--- src/rtl/ftg_pkg.sv ---
package ftg_pkg;
    typedef enum logic {
        ST_IDLE = 1'b0,
        ST_SEND = 1'b1
    } ftg_state_e;
endpackage

--- src/rtl/ftg_seq.sv ---
module ftg_seq
    import ftg_pkg::*;
#(
    parameter int LEN_W = 8
) (
    input  logic             clk,
    input  logic             rst_n,
    input  logic             cfg_defer_en,
    input  logic             cfg_urun_off,
    input  logic [LEN_W-1:0] cfg_frame_len,
    input  logic             start_stb,
    input  logic             fifo_empty,
    input  logic             framer_rdy,
    input  logic             locked,
    output logic             byte_req,
    output logic             frame_end,
    output logic             crc_bad,
    output logic             stop_extend,
    output logic             urun_evt
);
    typedef struct packed {
        ftg_state_e       state;
        logic [LEN_W-1:0] remain;
        logic             armed;
        logic             eof;
        logic             bad;
    } seq_t;

    seq_t q, d;
    logic pop;
    logic go;

    always_comb begin
        d        = q;
        d.eof    = 1'b0;
        d.bad    = 1'b0;
        byte_req = (q.state == ST_SEND) && !fifo_empty;
        pop      = byte_req && framer_rdy;
        urun_evt = (q.state == ST_SEND) && fifo_empty && !cfg_urun_off;
        stop_extend = (q.state == ST_SEND) && fifo_empty && cfg_urun_off;
        go       = (q.state == ST_IDLE) && !locked && !fifo_empty
                   && (!cfg_defer_en || q.armed);

        if (start_stb && cfg_defer_en && (q.state == ST_IDLE)) begin
            d.armed = 1'b1;
        end

        unique case (q.state)
            ST_IDLE: begin
                if (go) begin
                    d.state  = ST_SEND;
                    d.remain = cfg_frame_len;
                    d.armed  = 1'b0;
                end
            end
            ST_SEND: begin
                if (pop) begin
                    if (q.remain == LEN_W'(1)) begin
                        d.eof   = 1'b1;
                        d.state = ST_IDLE;
                    end
                    d.remain = q.remain - LEN_W'(1);
                end else if (urun_evt) begin
                    d.eof   = 1'b1;
                    d.bad   = 1'b1;
                    d.state = ST_IDLE;
                end
            end
            default: d.state = ST_IDLE;
        endcase
    end

    always_ff @(posedge clk or negedge rst_n) begin
        if (!rst_n) begin
            q <= '{state: ST_IDLE, remain: '0, armed: 1'b0, eof: 1'b0, bad: 1'b0};
        end else begin
            q <= d;
        end
    end

    assign frame_end = q.eof;
    assign crc_bad   = q.bad;

    assert_eof_single_R3: assert property (@(posedge clk) disable iff (!rst_n)
        frame_end |=> !frame_end);

    assert_bad_with_eof_R6: assert property (@(posedge clk) disable iff (!rst_n)
        crc_bad |-> frame_end);

    assert_defer_needs_start_R4: assert property (@(posedge clk) disable iff (!rst_n)
        ((q.state == ST_SEND) && ($past(q.state) == ST_IDLE) && $past(cfg_defer_en))
        |-> $past(q.armed));

    assert_extend_no_abort_R10: assert property (@(posedge clk) disable iff (!rst_n)
        stop_extend |=> !crc_bad);
endmodule

--- src/rtl/ftg_lock.sv ---
module ftg_lock (
    input  logic clk,
    input  logic rst_n,
    input  logic urun_evt,
    input  logic fifo_rst_stb,
    input  logic resume_rd_stb,
    output logic locked
);
    typedef struct packed {
        logic locked;
        logic flushed;
    } lock_t;

    lock_t q, d;

    always_comb begin
        d = q;
        if (urun_evt) begin
            d.locked  = 1'b1;
            d.flushed = 1'b0;
        end else if (q.locked) begin
            if (fifo_rst_stb) begin
                d.flushed = 1'b1;
            end
            if (resume_rd_stb && q.flushed) begin
                d.locked  = 1'b0;
                d.flushed = 1'b0;
            end
        end
    end

    always_ff @(posedge clk or negedge rst_n) begin
        if (!rst_n) begin
            q <= '{locked: 1'b0, flushed: 1'b0};
        end else begin
            q <= d;
        end
    end

    assign locked = q.locked;

    assert_lock_from_urun_R7: assert property (@(posedge clk) disable iff (!rst_n)
        $rose(locked) |-> $past(urun_evt));

    assert_clear_needs_flush_R9: assert property (@(posedge clk) disable iff (!rst_n)
        $fell(locked) |-> $past(resume_rd_stb && q.flushed));
endmodule

--- src/rtl/frame_tx_gate.sv ---
module frame_tx_gate #(
    parameter int LEN_W = 8
) (
    input  logic             clk,
    input  logic             rst_n,
    input  logic             cfg_defer_en,
    input  logic             cfg_urun_off,
    input  logic [LEN_W-1:0] cfg_frame_len,
    input  logic             start_stb,
    input  logic             fifo_rst_stb,
    input  logic             resume_rd_stb,
    input  logic             fifo_empty,
    input  logic             framer_rdy,
    output logic             byte_req,
    output logic             frame_end,
    output logic             crc_bad,
    output logic             stop_extend,
    output logic             tx_blocked
);
    logic urun_evt;
    logic locked;

    ftg_seq #(.LEN_W(LEN_W)) seq_i (
        .clk          (clk),
        .rst_n        (rst_n),
        .cfg_defer_en (cfg_defer_en),
        .cfg_urun_off (cfg_urun_off),
        .cfg_frame_len(cfg_frame_len),
        .start_stb    (start_stb),
        .fifo_empty   (fifo_empty),
        .framer_rdy   (framer_rdy),
        .locked       (locked),
        .byte_req     (byte_req),
        .frame_end    (frame_end),
        .crc_bad      (crc_bad),
        .stop_extend  (stop_extend),
        .urun_evt     (urun_evt)
    );

    ftg_lock lock_i (
        .clk          (clk),
        .rst_n        (rst_n),
        .urun_evt     (urun_evt),
        .fifo_rst_stb (fifo_rst_stb),
        .resume_rd_stb(resume_rd_stb),
        .locked       (locked)
    );

    assign tx_blocked = locked;

    assert_no_req_blocked_R7: assert property (@(posedge clk) disable iff (!rst_n)
        tx_blocked |-> !byte_req);
endmodule

--- config.mk ---
export PLATFORM = sky130hd
export DESIGN_NAME = frame_tx_gate
export DESIGN_NICKNAME = d
export VERILOG_FILES = /design/src/rtl/ftg_pkg.sv /design/src/rtl/ftg_seq.sv /design/src/rtl/ftg_lock.sv /design/src/rtl/frame_tx_gate.sv
export SDC_FILE = /design/constraint.sdc
export NUM_CORES = 1
export LEC_CHECK = 0
export BUFFER_PORTS_ARGS = -buffer_cell sky130_fd_sc_hd__buf_2
export CORE_MARGIN = 3
export CORE_UTILIZATION = 49
export CTS_CLUSTER_DIAMETER = 60
export DETAILED_ROUTE_END_ITERATION = 8
export GPL_TIMING_DRIVEN = 1
export PLACE_DENSITY = 0.81
export SYNTH_ARGS = -nofsm -noshare
export SYNTH_HDL_FRONTEND = slang
export SYNTH_HIERARCHICAL = 1
export SYNTH_SLANG_ARGS = --single-unit
export TNS_END_PERCENT = 50
--- constraint.sdc ---
create_clock -name clk -period 2.1 [get_ports clk]
set_clock_uncertainty 0.1 [all_clocks]
set_input_delay 0.105 -clock clk [delete_from_list [all_inputs] [get_ports clk]]
set_output_delay 0.105 -clock clk [all_outputs]
set_load 0.02 [all_outputs]
==> load_flow_metrics.sql <==
INSERT INTO impl_metrics (metric_group, metric, value, unit) VALUES
('clock_tree', 'tritoncts.num_buffers', '3', ''),
('routing', 'detail_route.first_pass.iterations', '5', ''),
('synthesis', 'ys_warn_count', '6', ''),
('synthesis', 'synth.net_count', '97', ''),
('synthesis', 'synthMostInstantiatedCell', 'sky130_fd_sc_hd__dfrtp_1', ''),
('power', 'peakVddDrop', '0.679', 'mV'),
('layout', 'n_antenna_cell', '0', ''),
('power', 'p_seq_share', '42.3', '%'),
('synthesis', 'yosys-top-cells-area', 'sky130_fd_sc_hd__dfrtp_1, sky130_fd_sc_hd__nor2_1, sky130_fd_sc_hd__o21ai_0, sky130_fd_sc_hd__nand2_1, sky130_fd_sc_hd__ha_1', ''),
('floorplan', 'die_area', '2030', 'µm²'),
('clock_tree', 'ctsLongestPathBuffers', '2', ''),
('synthesis', 'synth_commonest_cells', 'sky130_fd_sc_hd__dfrtp_1, sky130_fd_sc_hd__nor2_1, sky130_fd_sc_hd__nand2_1', ''),
('clock_tree', 'cts_post_setup_buffers_inserted', '0', ''),
('floorplan', 'row_count', '13', ''),
('setup_path', 'startpoint_type', 'flip-flop', ''),
('clock_tree', 'clock_transition_time_at_the_flip_flop_clock_pins_of_the_worst_setup_and_hold_paths', '0.09', 'ns'),
('placement', 'place_hpwl', '1.28', 'mm'),
('sta', 'max_slew.worst_pin.slew', '0.582', 'ns'),
('clock_tree', 'insertion_delay', '0.28', 'ns'),
('setup_path', 'critPathMaxFanout', '6', ''),
('synthesis', 'async_reset_ff_share', '100', '%'),
('job', 'maxCapViolCount', '0', ''),
('routing', 'routed_vias_inst', '5.47', ''),
('routing', 'detail_route.drc_violations', '0', ''),
('placement', 'gp_congestion', '0.814', ''),
('routing', 'antenna_violating_nets_post_route', '0', ''),
('power', 'clock_power_share', '16.0', '%'),
('clock_tree', 'clkSinkCount', '14', ''),
('sta', 'fin_setup_tns', '0', 'ns'),
('setup_path', 'crit_required', '2.17', 'ns'),
('power', 'power.switching', '0.496', 'mW'),
('synthesis', 'yosys.cell_types.count', '27', ''),
('grt', 'global_route_wire_length_before_repair', '2.97', 'mm'),
('layout', 'instances_no_fill', '130', ''),
('layout', 'area.sequential', '350', 'µm²'),
('outcome', 'outcome', 'finished clean', ''),
('routing', 'finalWirelength', '1.76', 'mm'),
('setup_path', 'setup.worst_path.start', 'seq_i/q[6]$_DFFE_PN0P_', ''),
('routing', 'post_dr_wirelength_cell', '13.5', 'µm'),
('layout', 'fraction_of_layout_cells_with_a_size_suffix_above_1', '26.1', '%'),
('power', 'power_switching_share', '41.0', '%'),
('layout', 'area.growth.synth_to_final', '37.9', '%'),
('sta', 'period_minus_slack', '1.57', 'ns'),
('layout', 'fill_cells', '108', ''),
('setup_path', 'crit_type', 'flip-flop to flip-flop', ''),
('power', 'powerDensity', '1180', 'nW/µm²'),
('grt', 'largest_net_degree_at_the_start_of_global_routing', '15', ''),
('synthesis', 'postSynthAreaPerCell', '9.58', 'µm²'),
('min_path', 'hp_class', 'input pin to flip-flop', ''),
('floorplan', 'die_h', '45.0', 'µm'),
('sta', 'fin_crit_sh', '74.5', '%'),
('routing', 'via_count', '711', ''),
('clock_tree', 'clock_root_cell', 'sky130_fd_sc_hd__clkbuf_4', ''),
('placement', 'place_inst', '114', ''),
('layout', 'multi_input_area', '377', 'µm²'),
('power', 'pwr-share-comb', '41.7', '%'),
('sta', 'fmaxAchievable', '639', 'MHz'),
('placement', 'buffer_ports.inserted', '21', ''),
('setup_path', 'endpoint_kind', 'flip-flop', ''),
('floorplan', 'ios', '22', ''),
('floorplan', 'fp.dieW', '45.0', 'µm'),
('floorplan', 'fp.coreArea', '1370', 'µm²'),
('grt', 'gr-usage-all-layers', '20.2', '%'),
('synthesis', 'count_of_flip_flops_with_a_built_in_enable_after_synthesis', '0', ''),
('synthesis', 'postSynthCellCount', '78', ''),
('synthesis', 'synth_sequential_area_ratio', '46.9', '%'),
('synthesis', 'yosys.area.top_type_share', '46.9', '%'),
('min_path', 'start_point_of_the_worst_hold_path', 'resume_rd_stb', ''),
('grt', 'antenna_found_initial', '0', ''),
('clock_tree', 'htree_num_levels', '1', ''),
('sta', 'report.final.slew_viol_count', '0', '');
## worst paths after layout
| path | to | slack [ns] | cells past startpoint |
|---|---|---|---|
| setup / recovery | seq_i/q[10]$_DFFE_PN0P_ | 0.53 | 4 |
| hold / removal | lock_i/q[0]$_DFFE_PN0P_ | 0.01 | 3 |
| setup reg to reg | seq_i/q[10]$_DFFE_PN0P_ | 0.53 | 4 |
| hold reg to reg | seq_i/q[2]$_DFF_PN0_ | 0.42 | 2 |
| max in group asynchronous | seq_i/q[3]$_DFFE_PN0P_ | 1.51 | 2 |
| min in group asynchronous | lock_i/q[0]$_DFFE_PN0P_ | 0.14 | 2 |
## flip-flops by register name, summed over array words and instances (netlist names)
| name | flops |
|---|---|
| seq_i/q | 10 |
| lock_i/locked | 1 |
| seq_i/crc_bad | 1 |
| lock_i/q | 1 |
| seq_i/frame_end | 1 |
## through the flow
step / hold WS (ns) / power (mW) / instance area, µm² / worst slack [ns] / utilization [%]
2_1_floorplan: -0.291 / 0.852 / 747 / 0.575 / -
3_3_place_gp: -0.0866 / 0.980 / 873 / 0.580 / 63.9
3_5_place_dp: -0.0818 / 1.00 / 873 / 0.549 / 63.9
4_1_cts: 0.00565 / 1.21 / 1030 / 0.538 / 75.4
5_1_grt: 0.0166 / 1.32 / 1030 / 0.355 / 75.4
6_report: 0.0103 / 1.21 / 1030 / 0.535 / 75.4
## worst max-delay path: stages, from the launching register on
cell,delay (ns)
sky130_fd_sc_hd__dfrtp_1,0.42
sky130_fd_sc_hd__nor4_2,0.54
sky130_fd_sc_hd__a21oi_1,0.13
sky130_fd_sc_hd__o21ai_0,0.18
sky130_fd_sc_hd__nand3_1,0.09
## repair_timing
action | in CTS | in global routing
hold buffers | 12 | 0
hold endpoints to repair | 25 | 0
resized for setup | 0 | 0
## cells by family after synthesis
group | after synthesis | share of synthesized area (%)
compound gates | 24 | 22.6
fa+ha+maj | 2 | 3.35
buf+inv | 5 | 2.68
flops | 14 | 46.9
simple gates | 33 | 24.5
## per-layer routing
metal / track usage [%] / vias up / share of wire (%)
met1: 27.5 / 321 / 45
met5: 0 / - / 0
met2: 32.2 / 22 / 48
met3: 3.59 / 2 / 5.3
met4: 7.02 / 0 / 0.74
li1: - / 366 / -
## power groups by stage
stage / logic [mW] / clock network (mW) / registers, mW
4_1_cts: 0.507 / 0.198 / 0.511
3_3_place_gp: 0.471 / 0 / 0.509
6_report: 0.505 / 0.193 / 0.513
3_5_place_dp: 0.485 / 0 / 0.517
2_1_floorplan: 0.343 / 0 / 0.509
5_1_grt: 0.570 / 0.216 / 0.532
## area by class of cell
type / instances / area share, %
repair buffers: 34 / 22.6
clock buffers: 4 / 3.52
multi-input cells: 59 / 36.6
well taps: 15 / 1.82
flip-flops and latches: 14 / 34.0
inverters: 4 / 1.46
## layout by cell type, fill, tap and decap left out
cell type                       synthesis  routed
sky130_fd_sc_hd__nor3_1                 4       4
sky130_fd_sc_hd__a41o_1                 1       1
sky130_fd_sc_hd__dlygate4sd3_1          0      12
sky130_fd_sc_hd__o21ai_0                6       6
sky130_fd_sc_hd__buf_2                  1      21
sky130_fd_sc_hd__clkbuf_8               0       1
sky130_fd_sc_hd__a221o_1                2       2
sky130_fd_sc_hd__and3_1                 2       2
sky130_fd_sc_hd__a22oi_1                3       3
sky130_fd_sc_hd__inv_1                  4       4
sky130_fd_sc_hd__buf_4                  0       1
sky130_fd_sc_hd__nand3_1                2       2
sky130_fd_sc_hd__and2b_4                1       1
sky130_fd_sc_hd__o21bai_1               1       1
sky130_fd_sc_hd__a21oi_2                1       1
sky130_fd_sc_hd__ha_1                   2       2
sky130_fd_sc_hd__nor2_1                10      10
sky130_fd_sc_hd__nor4_4                 1       1
sky130_fd_sc_hd__o41a_1                 1       1
sky130_fd_sc_hd__a31oi_1                2       2
sky130_fd_sc_hd__nor4_2                 1       1
sky130_fd_sc_hd__nand2_1                8       8
sky130_fd_sc_hd__a21o_1                 1       1
sky130_fd_sc_hd__nor3b_1                1       1
sky130_fd_sc_hd__nor2b_1                1       1
sky130_fd_sc_hd__a32oi_1                1       1
sky130_fd_sc_hd__clkbuf_4               0       3
sky130_fd_sc_hd__dfrtp_1               14      14
sky130_fd_sc_hd__a21bo_1                1       1
sky130_fd_sc_hd__a21oi_1                4       4
sky130_fd_sc_hd__nand3b_1               2       2
Power figures use the tool's default switching activity.
